## config.mk

```make
export PLATFORM = sky130hd
export DESIGN_NAME = dw_funnel_shift
export DESIGN_NICKNAME = d
export VERILOG_FILES = /design/src/rtl/fsh_pkg.sv /design/src/rtl/fsh_rotl.sv /design/src/rtl/fsh_mask.sv /design/src/rtl/dw_funnel_shift.sv
export SDC_FILE = /design/constraint.sdc
export NUM_CORES = 1
export LEC_CHECK = 0
export BUFFER_PORTS_ARGS = -buffer_cell sky130_fd_sc_hd__buf_4
export CAP_MARGIN = 20
export CELL_PAD_IN_SITES_DETAIL_PLACEMENT = 0
export CELL_PAD_IN_SITES_GLOBAL_PLACEMENT = 1
export CORE_MARGIN = 4
export CORE_UTILIZATION = 36
export CTS_CLUSTER_SIZE = 8
export DETAILED_ROUTE_END_ITERATION = 7
export GPL_ROUTABILITY_DRIVEN = 0
export PLACE_DENSITY_LB_ADDON = 0.2
export SLEW_MARGIN = 5
export SYNTH_ARGS = -nofsm -noshare
export SYNTH_HDL_FRONTEND = slang
export SYNTH_SLANG_ARGS = --single-unit
```

## constraint.sdc

```tcl
create_clock -name clk -period 0.8 [get_ports clk]
set_input_delay 0.16 -clock clk [delete_from_list [all_inputs] [get_ports clk]]
set_output_delay 0.16 -clock clk [all_outputs]
set_load 0.005 [all_outputs]
```

## src/rtl/fsh_pkg.sv

```systemverilog
package fsh_pkg;

   // Condition field: signed compare of the result against zero plus overflow
   typedef struct packed {
      logic neg;
      logic pos;
      logic zero;
      logic ovf;
   } fsh_cond_t;

   function automatic fsh_cond_t fsh_make_cond(input logic sign_bit,
                                               input logic nonzero,
                                               input logic ovf);
      fsh_cond_t c;
      c.neg  = sign_bit;
      c.pos  = nonzero & ~sign_bit;
      c.zero = ~nonzero;
      c.ovf  = ovf;
      return c;
   endfunction

endpackage

```

## src/rtl/fsh_rotl.sv

```systemverilog
module fsh_rotl #(
   parameter int W  = 64,
   parameter int SW = $clog2(W)
) (
   input  logic [W-1:0]  data_i,
   input  logic [SW-1:0] amt_i,
   output logic [W-1:0]  data_o
);

   // Logarithmic barrel: stage s rotates by 2**s when amount bit s is set
   logic [W-1:0] stage [SW+1];

   assign stage[0] = data_i;

   for (genvar s = 0; s < SW; s++) begin : g_stage
      localparam int D = 1 << s;
      assign stage[s+1] = amt_i[s] ? {stage[s][W-1-D:0], stage[s][W-1:W-D]}
                                   : stage[s];
   end

   assign data_o = stage[SW];

endmodule

```

## src/rtl/fsh_mask.sv

```systemverilog
module fsh_mask #(
   parameter int W          = 64,
   parameter int SW         = $clog2(W),
   parameter bit BY_REVERSE = 1'b0
) (
   input  logic [SW-1:0] amt_i,
   input  logic          right_i,
   output logic [W-1:0]  keep_o
);

   localparam logic [W-1:0] ONES = '1;

   // Left keep mask: positions W-1..n come from the rotated source
   logic [W-1:0] lmask;
   assign lmask = ONES << amt_i;

   if (BY_REVERSE) begin : g_rev
      // Right mask is the left mask mirrored: no second shifter
      logic [W-1:0] rmask;
      for (genvar i = 0; i < W; i++) begin : g_bit
         assign rmask[i] = lmask[W-1-i];
      end
      assign keep_o = right_i ? rmask : lmask;
   end else begin : g_shift
      assign keep_o = right_i ? (ONES >> amt_i) : lmask;
   end

endmodule

```

## src/rtl/dw_funnel_shift.sv

```systemverilog
module dw_funnel_shift
   import fsh_pkg::*;
#(
   parameter int DATA_W          = 64,
   parameter bit OUT_REG         = 1'b1,
   parameter bit MASK_BY_REVERSE = 1'b0
) (
   input  logic              clk,
   input  logic              rst_n,
   input  logic [DATA_W-1:0] src_i,
   input  logic [DATA_W-1:0] fill_i,
   input  logic [DATA_W-1:0] amt_i,
   input  logic              dir_right_i,
   input  logic              rec_i,
   output logic [DATA_W-1:0] res_o,
   output logic [DATA_W-1:0] spill_o,
   output logic              ovf_o,
   output logic [3:0]        cond_o
);

   localparam int SHW = $clog2(DATA_W);

   if (DATA_W < 8 || (1 << SHW) != DATA_W) begin : g_bad_width
      $error("dw_funnel_shift: DATA_W must be a power of two of at least 8");
   end

   // Shift amount: low bits only
   logic [SHW-1:0] amt_n;
   logic [SHW-1:0] rot_amt;
   assign amt_n   = amt_i[SHW-1:0];
   assign rot_amt = dir_right_i ? (SHW'(0) - amt_n) : amt_n;

   logic [DATA_W-1:0] rotated;
   logic [DATA_W-1:0] keep;

   fsh_rotl #(.W(DATA_W), .SW(SHW)) u_rotl (
      .data_i (src_i),
      .amt_i  (rot_amt),
      .data_o (rotated)
   );

   fsh_mask #(.W(DATA_W), .SW(SHW), .BY_REVERSE(MASK_BY_REVERSE)) u_mask (
      .amt_i   (amt_n),
      .right_i (dir_right_i),
      .keep_o  (keep)
   );

   // Mask merge: kept rotated bits, fill word in vacated positions
   logic [DATA_W-1:0] res_n;
   logic [DATA_W-1:0] spill_n;
   logic              ovf_n;
   fsh_cond_t         cond_n;
   assign res_n   = (rotated & keep) | (fill_i & ~keep);
   assign spill_n = rotated & ~keep;
   assign ovf_n   = |spill_n;
   assign cond_n  = fsh_make_cond(res_n[DATA_W-1], |res_n, ovf_n);

   if (OUT_REG) begin : g_reg
      always_ff @(posedge clk or negedge rst_n) begin
         if (!rst_n) begin
            res_o   <= '0;
            spill_o <= '0;
            ovf_o   <= 1'b0;
         end else begin
            res_o   <= res_n;
            spill_o <= spill_n;
            ovf_o   <= ovf_n;
         end
      end

      // zero amount passes the source straight through
      assert_zero_amt_R7: assert property (@(posedge clk) disable iff (!rst_n)
         (amt_i[SHW-1:0] == '0) |=> (res_o == $past(src_i) && spill_o == '0 && !ovf_o));
   end else begin : g_comb
      assign res_o   = res_n;
      assign spill_o = spill_n;
      assign ovf_o   = ovf_n;
   end

   // Condition field is loaded only in the record form
   fsh_cond_t cond_q;
   always_ff @(posedge clk or negedge rst_n) begin
      if (!rst_n)     cond_q <= '0;
      else if (rec_i) cond_q <= cond_n;
   end
   assign cond_o = cond_q;

   // overflow flag agrees with the spill word
   assert_ovf_spill_R6: assert property (@(posedge clk) disable iff (!rst_n)
      ovf_o == (spill_o != '0));

   // non-record operation leaves the field untouched
   assert_cond_hold_R8: assert property (@(posedge clk) disable iff (!rst_n)
      !rec_i |=> $stable(cond_o));

   // compare bits are mutually exclusive
   assert_cond_excl_R9: assert property (@(posedge clk) disable iff (!rst_n)
      $countones(cond_o[3:1]) <= 1);

endmodule

```

==> results.json, run 1 <==
{
  "status": "finished, violations left",
  "violations": "hold timing, setup timing",
  "overflow": 0,
  "crit_start": "amt_i[0]",
  "tightest_slew_ns": 0.668,
  "synth_edf_count": 0,
  "wl_per_cell_microns": 24.7,
  "cts_max_path_buffers": 2,
  "finish.utilization_pct": 70.2,
  "first_pass_iters": 6,
  "wirelength_microns": 57000,
  "route.detailed.drc": 0,
  "dp_cells": 2188,
  "period_share_pct": 443,
  "final_hold_viol_count": 2,
  "power.total_mw": 42.0,
  "io_buffer_count": 270,
  "io_pins": 329,
  "grt_util_all_layers_pct": 32.2,
  "yosysMostFrequentCell": "mux2i_1",
  "rsz0062_at_grt": "true",
  "clk_pin_slew_ns": 0.07,
  "crit_type": "primary input to register",
  "leakage_nw": 9.81,
  "cts-hold-fix-buffers": 1,
  "antenna_found_initial": 0,
  "setup_ws_ns": -2.74,
  "die-area_sq_um": 33400,
  "synth_area_leaders": "dfrtp_1 (30%), mux2i_1 (15%), mux2_2 (9.5%)",
  "min_period_ns": 3.54,
  "p_int_mw": 26.7,
  "ir_drop_v": 0.00117,
  "dp_hpwl_microns": 42900,
  "dr_total_vias": 13469,
  "ys_seq_elements": 133,
  "netlist_area_sq_um": 11000,
  "htreeDepth": 4,
  "clock.fmax_mhz": 282,
  "final_cell_area_sq_um": 21000,
  "critPathRequiredTime_ns": 1.17,
  "netlist_instances": 1131,
  "postSynthAreaPerCell_sq_um": 9.72,
  "regToRegStartpoint": "cond_o[0]",
  "synth.top_cell.area_share_pct": 30.3,
  "max-cap-violations": 0,
  "ys_seq_area_share_pct": 30.3,
  "cts_root_buf": "clkbuf_16",
  "stdcell_count": 2312,
  "yosys.area.top_type": "dfrtp_1",
  "clock_latency_ns": 0.43,
  "yosys_warnings": 0,
  "final_net_count": 2111,
  "power_density_nw_per_um2": 2000,
  "pwr-share-clk_pct": 19.0,
  "p_seq_share_pct": 20.2,
  "diodes": 0,
  "viasPerCell": 5.83,
  "fp.dieW_microns": 183,
  "hold_ws_ns": -0.0188,
  "dp_slack_ns": -3.61,
  "combPwrFrac_pct": 60.8,
  "async_reset_ff_share_pct": 100,
  "grt_pass1_wl_microns": 81600,
  "path_max_fanout": 5,
  "fillers": 2169,
  "ant_nets": 0,
  "cts_made_buffers": 17,
  "syn_nets": 1333,
  "core_area_sq_um": 29900,
  "hp-start": "fill_i[27]",
  "placed_area_sq_um": 17300,
  "slew_viol_final": 0,
  "drive_gt1_share_pct": 67.0,
  "grt_pass1_vias": 13518,
  "startpoint_type": "primary input",
  "power.switching_mw": 15.3,
  "syn_to_final_growth_pct": 91.0,
  "slew_headroom_pct": 55.2,
  "drt_iter0_drc": 1289,
  "ys.flop_type": "dfrtp_1",
  "cp-end-kind": "register",
  "hold_path_class": "primary input to register",
  "grt_max_degree": 58,
  "p_sw_share_pct": 36.5,
  "row_count": 63,
  "cts_tree": "done",
  "finalSetupTns_ns": -257.00,
  "synthTopCellsByCount": "mux2i_1 (164), dfrtp_1 (133), nor2_1 (99), mux2_2 (93), nand2_1 (74)",
  "crit_arrival_ns": 3.91,
  "dieHeight_microns": 183,
  "cts.sinks": 133,
  "synth_cell_types": 62,
  "setup_viol": 266,
  "finClkSkew_ns": 0,
  "initial_utilization_pct": 36.8
}
worst max-delay path, cell delays in order:
cell     delay, ns
buf_8         0.08
inv_4         0.03
ha_4          0.27
mux2_4        0.34
buf_4         0.16
buf_4         0.15
mux2i_2       0.16
buf_4         0.17
mux2i_2       0.23
mux4_2        0.40
mux2i_4       0.11
buf_4         0.14
mux2_4        0.27
nor4_2        0.39
nand4_1       0.26
nor4_4        0.38
mux2_4        0.19
power groups by stage:
stage               logic (mW)  clock network (mW)  registers, mW
floorplan                 8.05                   0           8.68
CTS                       23.2                8.12           8.46
global route              26.4                8.41           8.61
detailed placement        19.3                   0           8.58
global placement          19.1                   0           8.56
finish                    25.5                7.98           8.48
placed cells by master, fill, tap and decap left out, drive strengths merged, types with 11 or more instances in the layout:
cell type / instances
or4: 15
and2: 16
clkbuf: 17
mux4: 37
nand2: 75
o211a: 28
a221o: 33
inv: 31
nor4: 27
a211oi: 17
o22ai: 38
a22o: 12
nor2: 99
o211ai: 13
dfrtp: 133
nand3: 11
o21ai: 69
mux2: 101
buf: 843
mux2i: 164
a21oi: 37
state kept, by name, summed over array words and instances, names as in the netlist:
| name | cells |
|---|---|
| ovf_o | 1 |
| res_o | 64 |
| cond_o | 4 |
| spill_o | 64 |
metal layers:
layer  part of all wire [%]  GRT usage [%]  vias to the layer above
met4                    7.2           19.1                        0
met3                    7.7           6.04                      230
met5                      0              0                        -
li1                       -              -                     5919
met2                     48           53.7                      794
met1                     37           38.7                     6526
cells by family after synthesis:
| kind of cell | count (synthesis) | synth area share, % |
|---|---|---|
| mux | 300 | 32.7 |
| compound gates | 288 | 18.9 |
| simple gates | 283 | 12.3 |
| flops | 133 | 30.3 |
| buf+inv | 117 | 4.71 |
| fa+ha+maj | 6 | 0.683 |
| xor+xnor | 4 | 0.387 |
repair_timing:
item	in CTS	in global routing
pin swaps	66	36
setup endpoints to repair	266	266
hold endpoints to repair	135	2
gates cloned	6	0
setup buffers	77	29
resized for setup	356	146
final cells by class:
class / instances / area, sq um / share of cell area (%)
timing repair buffer: 845 / 7220 / 34.4
multi-input combinational: 883 / 9230 / 44.0
inverter: 29 / 116 / 0.555
clock inverter: 15 / 180 / 0.859
tap: 390 / 488 / 2.33
clock buffer: 17 / 425 / 2.03
sequential: 133 / 3330 / 15.9
worst paths after layout:
path                               end  slack (ns)  cells past startpoint
setup / recovery             cond_o[1]       -2.74                     17
hold / removal               res_o[27]       -0.02                      2
setup reg to reg             cond_o[0]       -0.05                      1
max in group asynchronous  spill_o[63]        0.20                      3
min in group asynchronous  spill_o[49]        0.31                      3
hold reg to reg              cond_o[3]        0.50                      1
(Power assumes the default switching activity.)
==> inputs of run 2 (changes only) <==
Settings changed: CELL_PAD_IN_SITES_DETAIL_PLACEMENT 0 to 1.
==> run 2 against run 1 <==
  * The flow now stops in global routing
  * Synthesized cell count did not move
  * Synthesized area did not move
==> results.json, run 2 <==
{
  "synthTopCellsByCount": "mux2i_1 (164), dfrtp_1 (133), nor2_1 (99), mux2_2 (93), nand2_1 (74)",
  "worstEndpointGrtRepair": "cond_o[0]$_DFFE_PN0P_/D",
  "grt_max_degree": 58,
  "cts_made_buffers": 17,
  "synth.top_cell.area_share_pct": 30.3,
  "io_pins": 329,
  "netlist_instances": 1131,
  "yosys.area.top_type": "dfrtp_1",
  "async_reset_ff_share_pct": 100,
  "lastStage": "global routing",
  "synth_edf_count": 0,
  "cts_root_buf": "clkbuf_16",
  "ys_seq_elements": 133,
  "ys_seq_area_share_pct": 30.3,
  "cts_max_path_buffers": 2,
  "initial_utilization_pct": 36.8,
  "dieHeight_microns": 183,
  "yosysMostFrequentCell": "mux2i_1",
  "row_count": 63,
  "grt_util_all_layers_pct": 81.0,
  "synth_area_leaders": "dfrtp_1 (30%), mux2i_1 (15%), mux2_2 (9.5%)",
  "placed_area_sq_um": 17300,
  "syn_nets": 1333,
  "tool.error": "[ERROR GRT-0232] Routing congestion too high. Check the congestion heatmap in the GUI.",
  "synth_cell_types": 62,
  "netlist_area_sq_um": 11000,
  "cts.sinks": 133,
  "ys.flop_type": "dfrtp_1",
  "overflow": 305,
  "dp_hpwl_microns": 48500,
  "status": "aborted with a tool error",
  "htreeDepth": 4,
  "postSynthAreaPerCell_sq_um": 9.72,
  "fp.dieW_microns": 183,
  "worst-ep-kind": "register input",
  "io_buffer_count": 270,
  "yosys_warnings": 0
}
==> run 2: cell counts after synthesis <==
Identical to the previous run, type by type.
==> run 2: repair_timing <==
item / in CTS
cloned: 6
endpoints found under the hold margin: 135
buffers inserted: 75
pin swaps: 44
gates resized for setup: 303
hold buffers: 1
endpoints found under the setup margin: 266
==> run 2: kinds of logic after synthesis <==
logic type | after synthesis | synth area share, %
flops | 133 | 30.3
compound gates | 288 | 18.9
buf+inv | 117 | 4.71
xor+xnor | 4 | 0.387
fa+ha+maj | 6 | 0.683
simple gates | 283 | 12.3
mux | 300 | 32.7
==> run 2: routing by layer <==
layer | overflow | GRT usage (%)
met1 | 2 | 80.7
met2 | 160 | 95.2
met3 | 16 | 68.0
met4 | 124 | 83.5
met5 | 3 | 27.3
==> run 2: metrics by stage <==
stage / util, % / TNS, ns / setup slack [ns] / std cells / hold slack, ns
after floorplan: - / -242.41 / -2.98 / 1131 / -0.136
after global placement: 57.9 / -293.16 / -3.58 / 2188 / 0.205
after detailed placement: 57.9 / -306.38 / -3.63 / 2188 / 0.209
after CTS: 66.9 / -257.65 / -2.68 / 2302 / -0.0198
==> inputs of run 3 (changes only) <==
Settings changed: CELL_PAD_IN_SITES_DETAIL_PLACEMENT 1 to unset, CELL_PAD_IN_SITES_GLOBAL_PLACEMENT 1 to unset, CORE_UTILIZATION 36 to 25, CTS_CLUSTER_SIZE 8 to unset, PLACE_DENSITY_LB_ADDON 0.2 to 0.15.
Clock period 0.8 ns to 1 ns, I/O delays scaled along.
==> run 3 against run 2 <==
  * The flow now finishes, with violations (setup timing)
==> results.json, run 3 (synthesis gave the netlist of run 1 again) <==
{
  "status": "finished, violations left",
  "violations": "setup timing",
  "crit_type": "primary input to register",
  "dr_total_vias": 12966,
  "initial_utilization_pct": 25.4,
  "p_int_mw": 20.4,
  "core_area_sq_um": 43300,
  "setup_viol": 266,
  "layout_common_cells": "buf_4 (715), dfrtp_1 (133), nor2_1 (80)",
  "cts_root_buf": "clkbuf_16",
  "slew_headroom_pct": 43.2,
  "wl_per_cell_microns": 24.1,
  "cts_made_buffers": 17,
  "cts_tree": "done",
  "combPwrFrac_pct": 60.5,
  "setup_ws_ns": -2.51,
  "cp-end-kind": "register",
  "crit_arrival_ns": 3.83,
  "row_count": 76,
  "busiest_layer": "met2",
  "overflow": 0,
  "period_share_pct": 351,
  "met2_usage_pct": 40.3,
  "cts.sinks": 133,
  "leakage_nw": 9.60,
  "min_period_ns": 3.51,
  "io_buffer_count": 270,
  "final_net_count": 2091,
  "slew_viol_final": 0,
  "clk_pin_slew_ns": 0.06,
  "dp_hpwl_microns": 48600,
  "htreeDepth": 4,
  "dieHeight_microns": 218,
  "grt_pass1_wl_microns": 85000,
  "route.detailed.drc": 0,
  "clock_latency_ns": 0.44,
  "drt_iter0_drc": 986,
  "p_sw_share_pct": 37.4,
  "wirelength_microns": 60000,
  "hold_path_class": "primary input to register",
  "ir_drop_v": 0.00106,
  "viasPerCell": 5.21,
  "drive_gt1_share_pct": 65.2,
  "io_pins": 329,
  "met3_usage_pct": 4.53,
  "tightest_slew_ns": 0.843,
  "mostFrequentLayoutCell": "buf_4",
  "ant_nets": 0,
  "rsz0062_at_grt": "true",
  "finClkSkew_ns": 0,
  "hold_ws_ns": 0.0504,
  "path_max_fanout": 7,
  "p_seq_share_pct": 20.9,
  "antenna_found_initial": 1,
  "die-area_sq_um": 47400,
  "first_pass_iters": 5,
  "power.switching_mw": 12.2,
  "power_density_nw_per_um2": 1570,
  "fp.dieW_microns": 218,
  "cts_max_path_buffers": 2,
  "grt_util_all_layers_pct": 24.0,
  "grt_pass1_vias": 12944,
  "grt_max_degree": 47,
  "startpoint_type": "primary input",
  "final_hold_viol_count": 0,
  "syn_to_final_growth_pct": 89.1,
  "grt_use_met1_pct": 30.6,
  "power.total_mw": 32.6,
  "pwr-share-clk_pct": 18.6,
  "max-cap-violations": 0,
  "clock.fmax_mhz": 285,
  "critPathRequiredTime_ns": 1.33
}
-- run 3: area by class of cell --
type                    count  area, sq um
flip-flops and latches    133         3330
clock inverters            13          121
well taps                 585          732
inverters                  29          119
fillers                  4035        22500
repair buffers            826         6930
multi-input cells         882         9090
diodes                      1         2.50
clock buffers              19          453
-- run 3: per-stage QoR --
| stage | util (%) | cell area, sq um | setup TNS [ns] | cells | setup slack [ns] |
|---|---|---|---|---|---|
| after detailed placement | 40.8 | 17700 | -275.55 | 2393 | -3.50 |
| after CTS | 45.3 | 19600 | -209.74 | 2465 | -2.45 |
| after floorplan | - | 11500 | -221.13 | 1131 | -2.82 |
| after global routing | 48.0 | 20800 | -221.53 | 2487 | -2.56 |
| final | 48.0 | 20800 | -213.34 | 2488 | -2.51 |
| after global placement | 40.8 | 17700 | -276.20 | 2393 | -3.52 |
-- run 3: worst paths after layout --
kind / start / end / slack, ns / depth (start not counted)
worst max-delay path: amt_i[1] / cond_o[0] / -2.51 / 14
worst min-delay path: rec_i / cond_o[2] / 0.05 / 2
worst max register to register: cond_o[0] / cond_o[0] / 0.15 / 1
worst min register to register: cond_o[3] / cond_o[3] / 0.51 / 1
max in group asynchronous: rst_n / res_o[50] / 0.30 / 3
min in group asynchronous: rst_n / res_o[10] / 0.19 / 2
-- run 3: power groups by stage --
| stage | logic, mW | registers, mW | clock network, mW |
|---|---|---|---|
| after floorplan | 6.44 | 6.95 | 0 |
| after global placement | 15.8 | 6.92 | 0 |
| after detailed placement | 15.9 | 6.93 | 0 |
| after CTS | 17.7 | 6.84 | 6.22 |
| after global routing | 20.6 | 6.92 | 6.43 |
| final | 19.7 | 6.80 | 6.05 |
-- run 3: layer usage --
layer / share of wire, % / vias to the layer above / wire, microns
li1: - / 5868 / -
met1: 41 / 6404 / 24400
met4: 4.8 / 0 / 2870
met2: 48 / 569 / 28800
met5: 0 / - / 0
met3: 6.7 / 125 / 4000
-- run 3: what timing repair did --
| action | 4_1_cts | 5_1_grt |
|---|---|---|
| pin swaps | 22 | 40 |
| gates resized for setup | 196 | 218 |
| endpoints found under the setup margin | 266 | 266 |
| endpoints found under the hold margin | 133 | 0 |
| cloned | 6 | 2 |
| hold buffers | 1 | 0 |
| setup buffers | 39 | 44 |
-- run 3: critical path, cell delays in order --
cell and delay (ns):
buf_8 0.09, inv_8 0.04, ha_4 0.25, mux2_4 0.34
buf_6 0.15, buf_16 0.14, mux2i_2 0.18, mux2_4 0.31
mux4_2 0.55, o211a_4 0.27, or4_4 0.50, nor4_4 0.36
nand4_1 0.16, mux2_4 0.28
